`config.mk`:
```
export PLATFORM = sky130hd
export DESIGN_NAME = insn_grouper
export DESIGN_NICKNAME = d
export VERILOG_FILES = /design/src/rtl/grp_pkg.sv /design/src/rtl/grp_fit.sv /design/src/rtl/grp_outreg.sv /design/src/rtl/insn_grouper.sv
export SDC_FILE = /design/constraint.sdc
export NUM_CORES = 1
export LEC_CHECK = 0
export BUFFER_PORTS_ARGS = -buffer_cell sky130_fd_sc_hd__buf_2
export CORE_AREA = 3 3 123 114
export DETAILED_ROUTE_END_ITERATION = 8
export DIE_AREA = 0 0 126 117
export SLEW_MARGIN = 15
export SYNTH_ARGS = -nofsm -noshare
export SYNTH_HDL_FRONTEND = slang
export SYNTH_SLANG_ARGS = --single-unit
export TNS_END_PERCENT = 50
```
`constraint.sdc`:
```
create_clock -name clk -period 5.3 [get_ports clk]
set_input_delay 1.325 -clock clk [delete_from_list [all_inputs] [get_ports clk]]
set_output_delay 1.325 -clock clk [all_outputs]
set_load 0.05 [all_outputs]
```
`src/rtl/grp_pkg.sv`:
```
package grp_pkg;
  localparam int NCLS = 5;  // resource index: 0 loc, 1 adr, 2 cache, 3 op, 4 wr

  typedef enum logic [2:0] {
    C_LOCAL = 3'd0, C_ADDR = 3'd1, C_CACHE = 3'd2, C_OPER = 3'd3,
    C_WRITE = 3'd4, C_FUSED = 3'd5, C_JUMP = 3'd6, C_UNK = 3'd7
  } cls_e;

  function automatic logic [2:0] first_stage(cls_e c);
    case (c)
      C_LOCAL: return 3'd0;
      C_ADDR:  return 3'd1;
      C_CACHE, C_FUSED: return 3'd2;
      C_OPER, C_JUMP:   return 3'd3;
      C_WRITE: return 3'd4;
      default: return 3'd0;
    endcase
  endfunction

  function automatic logic [2:0] last_stage(cls_e c);
    return (c == C_FUSED) ? 3'd3 : first_stage(c);
  endfunction

  function automatic logic [NCLS-1:0] class_use(cls_e c);
    logic [NCLS-1:0] u;
    u = '0;
    u[0] = (c == C_LOCAL);
    u[1] = (c == C_ADDR);
    u[2] = (c == C_CACHE) || (c == C_FUSED);
    u[3] = (c == C_OPER) || (c == C_FUSED) || (c == C_JUMP);
    u[4] = (c == C_WRITE);
    return u;
  endfunction

  function automatic logic closes_group(cls_e c);
    return (c == C_JUMP) || (c == C_UNK);
  endfunction
endpackage

```
`src/rtl/grp_fit.sv`:
```
module grp_fit
  import grp_pkg::*;
#(
  parameter int MAX_BYTES = 8,
  parameter int LIM_LOC = 2,
  parameter int LIM_ADDR = 2,
  parameter int LIM_CACHE = 2,
  parameter int LIM_OP = 1,
  parameter int LIM_WR = 1,
  parameter int CNT_W = 4
) (
  input  logic                        acc_sealed,
  input  logic [2:0]                  acc_last,
  input  logic [CNT_W-1:0]            acc_bytes,
  input  logic [NCLS-1:0][CNT_W-1:0]  acc_cnt,
  input  cls_e                        cls,
  input  logic [CNT_W-1:0]            len,
  output logic                        fits,
  output logic [NCLS-1:0]             use_v
);
  localparam int LIM [NCLS] = '{LIM_LOC, LIM_ADDR, LIM_CACHE, LIM_OP, LIM_WR};

  logic [NCLS-1:0] lim_ok;
  logic            bytes_ok;
  logic            order_ok;

  assign use_v = class_use(cls);

  for (genvar k = 0; k < NCLS; k++) begin : g_lim
    assign lim_ok[k] = ({1'b0, acc_cnt[k]} + (CNT_W+1)'(use_v[k])) <= (CNT_W+1)'(LIM[k]);
  end

  assign bytes_ok = ({1'b0, acc_bytes} + {1'b0, len}) <= (CNT_W+1)'(MAX_BYTES);
  assign order_ok = first_stage(cls) >= acc_last;
  assign fits = !acc_sealed && (cls != C_UNK) && bytes_ok && order_ok && (&lim_ok);
endmodule

```
`src/rtl/grp_outreg.sv`:
```
module grp_outreg #(
  parameter int W = 28
) (
  input  logic         clk,
  input  logic         rst_n,
  input  logic         load,
  input  logic         d_valid,
  input  logic [W-1:0] d,
  output logic         q_valid,
  output logic [W-1:0] q
);
  always_ff @(posedge clk) begin
    if (!rst_n) begin
      q_valid <= 1'b0;
      q       <= '0;
    end else if (load) begin
      q_valid <= d_valid;
      if (d_valid) q <= d;
    end
  end
endmodule

```
`src/rtl/insn_grouper.sv`:
```
module insn_grouper
  import grp_pkg::*;
#(
  parameter int MAX_BYTES = 8,
  parameter int LIM_LOC = 2,
  parameter int LIM_ADDR = 2,
  parameter int LIM_CACHE = 2,
  parameter int LIM_OP = 1,
  parameter int LIM_WR = 1,
  localparam int CNT_W = $clog2(MAX_BYTES + 1)
) (
  input  logic             clk,
  input  logic             rst_n,
  input  logic             in_valid,
  output logic             in_ready,
  input  logic [2:0]       in_cls,
  input  logic [CNT_W-1:0] in_len,
  output logic             out_valid,
  input  logic             out_ready,
  output logic [CNT_W-1:0] out_count,
  output logic [CNT_W-1:0] out_bytes,
  output logic [CNT_W-1:0] out_nloc,
  output logic [CNT_W-1:0] out_nadr,
  output logic [CNT_W-1:0] out_ncache,
  output logic [CNT_W-1:0] out_nop,
  output logic [CNT_W-1:0] out_nwr
);
  localparam int DESC_W = (NCLS + 2) * CNT_W;

  // open group state
  logic                       acc_open, acc_sealed;
  logic [2:0]                 acc_last;
  logic [CNT_W-1:0]           acc_n, acc_bytes;
  logic [NCLS-1:0][CNT_W-1:0] acc_cnt;

  // named events
  cls_e            cls;
  logic            out_free, take, fits, join_ev, spill_ev, idle_flush, emit_merged, emit;
  logic            start_new, closer;
  logic [NCLS-1:0] use_v;
  logic [NCLS-1:0][CNT_W-1:0] sgl_cnt, mrg_cnt;
  logic [DESC_W-1:0] desc_acc, desc_mrg, desc_q;

  assign cls      = cls_e'(in_cls);
  assign closer   = closes_group(cls);
  assign out_free = !out_valid || out_ready;
  assign in_ready = out_free;
  assign take     = in_valid && in_ready;

  grp_fit #(
    .MAX_BYTES(MAX_BYTES), .LIM_LOC(LIM_LOC), .LIM_ADDR(LIM_ADDR),
    .LIM_CACHE(LIM_CACHE), .LIM_OP(LIM_OP), .LIM_WR(LIM_WR), .CNT_W(CNT_W)
  ) u_fit (
    .acc_sealed(acc_sealed), .acc_last(acc_last), .acc_bytes(acc_bytes),
    .acc_cnt(acc_cnt), .cls(cls), .len(in_len), .fits(fits), .use_v(use_v)
  );

  for (genvar k = 0; k < NCLS; k++) begin : g_cls
    assign sgl_cnt[k] = CNT_W'(use_v[k]);
    assign mrg_cnt[k] = acc_cnt[k] + CNT_W'(use_v[k]);
  end

  assign join_ev     = take && acc_open && fits;
  assign spill_ev    = take && acc_open && !fits;
  assign idle_flush  = out_free && !take && acc_open;
  assign emit_merged = join_ev && closer;
  assign emit        = emit_merged || spill_ev || idle_flush;
  assign start_new   = take && (!acc_open || spill_ev);

  assign desc_acc = {acc_n, acc_bytes, acc_cnt};
  assign desc_mrg = {acc_n + CNT_W'(1), acc_bytes + in_len, mrg_cnt};

  always_ff @(posedge clk) begin
    if (!rst_n) begin
      acc_open   <= 1'b0;
      acc_sealed <= 1'b0;
      acc_last   <= '0;
      acc_n      <= '0;
      acc_bytes  <= '0;
      acc_cnt    <= '0;
    end else if (start_new) begin
      acc_open   <= 1'b1;
      acc_sealed <= closer;
      acc_last   <= last_stage(cls);
      acc_n      <= CNT_W'(1);
      acc_bytes  <= in_len;
      acc_cnt    <= sgl_cnt;
    end else if (join_ev && !closer) begin
      acc_last   <= last_stage(cls);
      acc_n      <= acc_n + CNT_W'(1);
      acc_bytes  <= acc_bytes + in_len;
      acc_cnt    <= mrg_cnt;
    end else if (emit_merged || idle_flush) begin
      acc_open   <= 1'b0;
      acc_sealed <= 1'b0;
    end
  end

  grp_outreg #(.W(DESC_W)) u_out (
    .clk(clk), .rst_n(rst_n), .load(out_free), .d_valid(emit),
    .d(emit_merged ? desc_mrg : desc_acc), .q_valid(out_valid), .q(desc_q)
  );

  assign {out_count, out_bytes, out_nwr, out_nop, out_ncache, out_nadr, out_nloc} = desc_q;
endmodule

```
After elaboration in Yosys (flattened, before gate mapping):

Index checks and enable logic that the tools add are counted.

* equal/unequal tests: 9
* bitwise logic cells: 1
* div/mod/pow operators: 0
* magnitude comparators: 7
* reduce and logical (&&, ||, !) cells: 37
* multiplexer cells: 15
* multiply operators: 0
* $add $sub $neg: 13
* shifts and indexed selects: 0

Operators by type and width (number)
* 17-bit 2-to-1 mux: 2
* 28-bit 2-to-1 mux: 1
* 4-bit by 1-bit adder with 5-bit output: 5
* 4-bit by 1-bit adder with 4-bit output: 5
* 5-bit by 2-bit less-or-equal comparator with 1-bit output, second input constant: 3
* 1-bit logical AND: 13
* 3-bit == test, second input constant: 4
* 3-bit one-hot mux with 4 select lines: 1
* 5-bit by 1-bit less-or-equal comparator with 1-bit output, second input constant: 2
* 1-bit logical OR: 9
* 3-bit 2-to-1 mux: 3
* 4-bit 2-to-1 mux: 2
* 3-bit by 2-bit == test with 1-bit output, second input constant: 2
* 1-bit logical NOT: 6
* 1-bit 2-to-1 mux: 6
* 2-bit OR reduction: 3
* 4-bit by 4-bit adder with 5-bit output: 1
* 5-bit by 4-bit less-or-equal comparator with 1-bit output, second input constant: 1
* 5-bit AND reduction: 1
* 4-bit by 1-bit adder with 4-bit output, second input constant: 1
* 4-bit adder: 1
* 2-bit AND reduction: 2
* 2-bit nonzero test: 2
* 3-bit by 1-bit == test with 1-bit output, second input constant: 1
* other kinds (5): 5

* memory bits (read-only): 0
* latch bits: 0
* word-level logic and storage cells: 100
* register bits after elaboration: 62
* memories kept: 0
* output and inout bits: 30
* memory bits (writable): 0

Longest topological paths before layout:

* depth after elaboration: 13
* depth in mapped cells: 15
* depth with buffers taken out: 12

Cells and area by module:

From an unflattened synthesis, not the netlist that was laid out.

* cells, all modules: 479
* area total of the unflattened synthesis: 3891.2 um2

By module, submodules not included
* insn_grouper: area each 2112.0 um2, times used 1, cells an instance 272
* grp_outreg: area each 1164.9 um2, times used 1, cells an instance 131
* grp_fit: area each 614.3 um2, times used 1, cells an instance 76

Least setup slack after synthesis:

No wires, ideal clock.

* path kind: input -> register
* from: input port in_cls[1]
* to: register u_out.q[13]
* cell stages on the path: 13
* buffers on the path: 2
* required time: 5.174 ns
* slack: 0.911 ns
* arrival: 4.264 ns
* cells stage by stage: clkbuf_1 nand2_1 o21ai_0 ha_1 ha_1 nor4_1 nand3_1 or4b_1 nor4_4 a21oi_2 buf_2 o21ai_1 a31oi_1

* word-level cells in the longest chain between the ends: 12
* elaborated cells on any way between the ends: 41
* classes of those cells: add/sub: 6; order compare: 6; eq/ne: 8; mux: 2; reduce/logical: 19

RTL lines
* from (decl): RTL line insn_grouper.sv:16 `input logic [2:0] in_cls,`
* 3-bit by 2-bit == test with 1-bit output or 3-bit == test (tied branches): RTL line grp_pkg.sv:10, grp_pkg.sv:30, grp_pkg.sv:29
* 1-bit logical OR (2 in series): RTL line grp_pkg.sv:30 `u[3] = (c == C_OPER) || (c == C_FUSED) || (c == C_JUMP);`
* 4-bit by 1-bit adder with 5-bit output: RTL line grp_fit.sv:30 `assign lim_ok[k] = ({1'b0, acc_cnt[k]} + (CNT_W+1)'(use_v[k])) <= (CNT_W+1)'(LIM[k]);`
* 5-bit by 1-bit less-or-equal comparator with 1-bit output: RTL line grp_fit.sv:30
* 5-bit AND reduction: RTL line grp_fit.sv:35 `assign fits = !acc_sealed && (cls != C_UNK) && bytes_ok && order_ok && (&lim_ok);`
* 1-bit logical AND: RTL line grp_fit.sv:35
* 1-bit logical AND or 1-bit logical NOT (tied branches): RTL line insn_grouper.sv:63, insn_grouper.sv:64
* 1-bit logical AND (on tied branches): RTL line insn_grouper.sv:66, insn_grouper.sv:64
* 1-bit logical OR (2 in series): RTL line insn_grouper.sv:67 `assign emit = emit_merged || spill_ev || idle_flush;`
* 2-bit AND reduction (no line)
* to (signal assigned): RTL line grp_outreg.sv:15 `q <= '0;`
* to (signal assigned): RTL line grp_outreg.sv:18 `if (d_valid) q <= d;`
* to (decl): RTL line grp_outreg.sv:10 `output logic [W-1:0] q`

Several ways; a longest one is shown, not always the timed one.
A chain may end at the register's enable or synchronous reset.

Final worst setup path:

* from: input port in_cls[2]
* to: register acc_cnt[4] in the netlist's numbering

* word-level cells in the longest chain between the ends: 12
* elaborated cells on any way between the ends: 43
* classes of those cells: add/sub: 6; order compare: 6; eq/ne: 8; mux: 3; reduce/logical: 20

RTL lines
* 3-bit by 2-bit == test with 1-bit output or 3-bit == test (tied branches): RTL line grp_pkg.sv:10, grp_pkg.sv:30, grp_pkg.sv:29
* 1-bit logical OR (2 in series): RTL line grp_pkg.sv:30
* 4-bit by 1-bit adder with 5-bit output: RTL line grp_fit.sv:30
* 5-bit by 1-bit less-or-equal comparator with 1-bit output: RTL line grp_fit.sv:30
* 5-bit AND reduction: RTL line grp_fit.sv:35
* 1-bit logical AND: RTL line grp_fit.sv:35
* 1-bit logical NOT: RTL line insn_grouper.sv:64 `assign spill_ev = take && acc_open && !fits;`
* 1-bit logical AND: RTL line insn_grouper.sv:64
* 1-bit logical OR: RTL line insn_grouper.sv:68 `assign start_new = take && (!acc_open || spill_ev);`
* 1-bit logical AND: RTL line insn_grouper.sv:68
* 17-bit 2-to-1 mux or 2-bit nonzero test (tied branches)
* to (signal assigned): RTL line insn_grouper.sv:87 `acc_cnt <= sgl_cnt;`
* to (signal assigned): RTL line insn_grouper.sv:92 `acc_cnt <= mrg_cnt;`
* to (decl): RTL line insn_grouper.sv:34 `logic [NCLS-1:0][CNT_W-1:0] acc_cnt;`

Several ways; a longest one is shown, not always the timed one. The select of a mux whose other input is x is not followed.

==> qor.yml <==
route:
  drt_wl_total_um: 8576
  avgRoutedWirePerCell_um: 15.15
  drtPass1Iterations: 5
  vias: 2801
  drt_iter0_drc: 204
  antenna_violating_nets_post_route: 0
  via_per_inst: 4.949
  drc: 0
worst_setup_path:
  cp.arrival_ps: 5090
  cp_max_fo: 11
  critPathBufInv: 1
  cpPeakStageDelay_ps: 580
  path_cells: "buf_2 > nor3b_1 > ha_1 > ha_1 > nor4_1 > nand3_1 > or4b_1 > nor4_4 > nand2_1 > nor3b_1 > nor3_2"
  crit_type: "input port to flop"
  cp.required_ps: 5560
  endpoint_kind: "flop"
  cp_slowest_cell: "or4b_1"
  cp-start-kind: "input port"
  cp_top_family: "simple AND/OR/NAND/NOR gates"
synthesis:
  ys.flop_type: "dfxtp_1"
  synth_edf_count: 0
  synth.largest_area_cell: "dfxtp_1"
  syn_area_um2: 3182
  synthArstFlopShare: 0
  ys_seq_area_frac: 0.3901
  ys_warn_count: 0
  postSynthCellCount: 365
  ys_seq_elements: 62
  ys_types: 47
  syn_area_per_cell_um2: 8.717
  synth_area_leaders: "dfxtp_1 (39%), ha_1 (7.5%), mux2i_1 (6.0%)"
  synth_top_cell_area_share: 0.3901
  synth_nets: 396
grt:
  grt_pass1_wl_um: 13900
  grt_pass1_vias: 2793
  grt_overflow: 0
  gr-usage-all-layers: 0.1181
  grt_max_degree: 45
  antenna_found_initial: 0
clock_tree:
  cts-root-buf: "clkbuf_16"
  clkSinkCount: 62
  postCtsHoldBufs: 0
  cts.clk_slew.worst_paths_ps: 50
  clk_path_buf_depth: 2
  cts_buffers: 9
  post_cts_buffers: 0
  clk_latency_ps: 330
  cts-htree-levels: 3
  cts_resized: 0
  cts_tree: "yes"
placed_design:
  hpwl_um: 6323
  gp_congestion: 0.8856
  port_buffers: 40
power_and_ir_drop:
  powerDensity_nw_per_um2: 325.4
  total_leakage_power_nw: 1.635
  worst_ir_drop_vdd_uv: 145.3
  power_mw: 1.246
floorplanning:
  fp.dieH_um: 117
  die_area_um2: 14740
  core_um2: 12690
  initial_utilization: 0.2508
  ios: 41
  rows: 39
  dieWidth_um: 126
timing:
  tns_ps: 0
  setup_viol_count_final: 0
  min_period_ps: 4832
  fmax_mhz: 206.9
  rsz0062_at_grt: "false"
  fin_crit_sh: 0.9118
  hold_viol_final: 0
  report.final.slew_viol_count: 0
  worst_pin_slew_ps: 671.2
  fin_skew_ps: 4.578
  slew_headroom: 0.5484
finish:
  area_delta_synth_final_pct: 20.33
  nFillCells: 1332
  insertedDiodeCount: 0
  mostFrequentLayoutCells: "dfxtp_1 (62), buf_2 (40), a21oi_1 (32)"
  final_common_cell: "dfxtp_1"
  final_nets: 430
  drive_above_1_share: 0.1642
status:
  status: "finished, final reports clean"
hold_path:
  hp-class: "flop to flop"
flow_run:
  drv_cap: 0
[path summary, 6_finish.rpt]
| check | startpoint | endpoint | slack [ps] | cells past startpoint |
|---|---|---|---|---|
| setup reg to reg | acc_cnt[0] | acc_cnt[4] | 1790 | 9 |
| hold / removal | u_out.q[2] | u_out.q[2] | 440 | 2 |
| hold reg to reg | u_out.q[2] | u_out.q[2] | 440 | 2 |
| setup / recovery | in_cls[2] | acc_cnt[4] | 470 | 11 |
[Yosys cell counts, drive strengths merged, types with 2 or more instances]
library cell	number
a31oi	5
buf	10
nor3	12
o21ai	34
ha	19
nor4	5
a21oi	34
and4	3
nor2	19
nand3	15
xor2	8
a22oi	4
o221ai	5
inv	10
mux2i	19
nand2	31
nand3b	2
o21a	3
and2	15
nand2b	4
nor3b	7
o22ai	3
clkbuf	11
xnor2	3
dfxtp	62
or3	4
a21o	2
nor2b	2
[where the power goes]
part | switching [mW] | leakage, nW | internal, mW | total, mW
Sequential | 0.0148 | 0.505 | 0.487 | 0.502
Clock | 0.191 | 0.138 | 0.348 | 0.539
Combinational | 0.139 | 0.992 | 0.0658 | 0.205
[state kept, by name, summed over array words and instances (netlist names)]
name	count
u_out.q	28
acc_cnt	20
acc_bytes	4
acc_n	4
acc_last	3
acc_open	1
acc_sealed	1
u_out.q_valid	1
[stage by stage]
| stage | setup WS, ps | utilization | hold WS (ps) | instance area (um^2) | std cells |
|---|---|---|---|---|---|
| floorplan | 910.7 | - | 451.2 | 3182 | 365 |
| global placement | 226.3 | 0.2779 | 438.8 | 3526 | 551 |
| detailed placement | 109.6 | 0.2779 | 442.3 | 3526 | 551 |
| CTS | 455.9 | 0.2996 | 448.8 | 3801 | 565 |
| global route | 130.6 | 0.3018 | 468.2 | 3829 | 566 |
| finish | 467.6 | 0.3018 | 444.1 | 3829 | 566 |
[worst min-delay path: stages (launching register included)]
cell	delay (ps)
dfxtp_1	300
nand2_1	50
a21oi_1	50
[per-layer routing]
| layer | track usage | part of all wire | wire length, um | up-vias |
|---|---|---|---|---|
| met4 | 0.05575 | 0.024 | 208 | 0 |
| met1 | 0.1462 | 0.46 | 3921 | 1302 |
| met3 | 0.03221 | 0.055 | 470 | 20 |
| met2 | 0.1932 | 0.46 | 3975 | 84 |
| li1 | - | - | - | 1395 |
| met5 | 0 | 0 | 0 | - |
[cells by family (layout without fill, tap and decap cells)]
family | after synthesis | in the layout | synth area share
AOI/OAI and AO/OA | 96 | 96 | 0.1781
xor gates and xnor gates | 11 | 11 | 0.03028
DFF | 62 | 62 | 0.3901
muxes | 20 | 20 | 0.06331
adders and majority gates | 20 | 20 | 0.08101
buffers and inverters | 32 | 69 | 0.04168
and+or+nand+nor | 124 | 124 | 0.2155
[area by class of cell]
type	instances	area, um^2	area share
Multi-Input combinational cell	271	1815	0.4742
Clock inverter	1	5.005	0.001307
Clock buffer	13	270.3	0.07059
Timing Repair Buffer	44	250.2	0.06536
Tap cell	164	205.2	0.05359
Sequential cell	62	1241	0.3242
Inverter	11	41.29	0.01078
No activity file was read; power rests on OpenSTA's default activity.
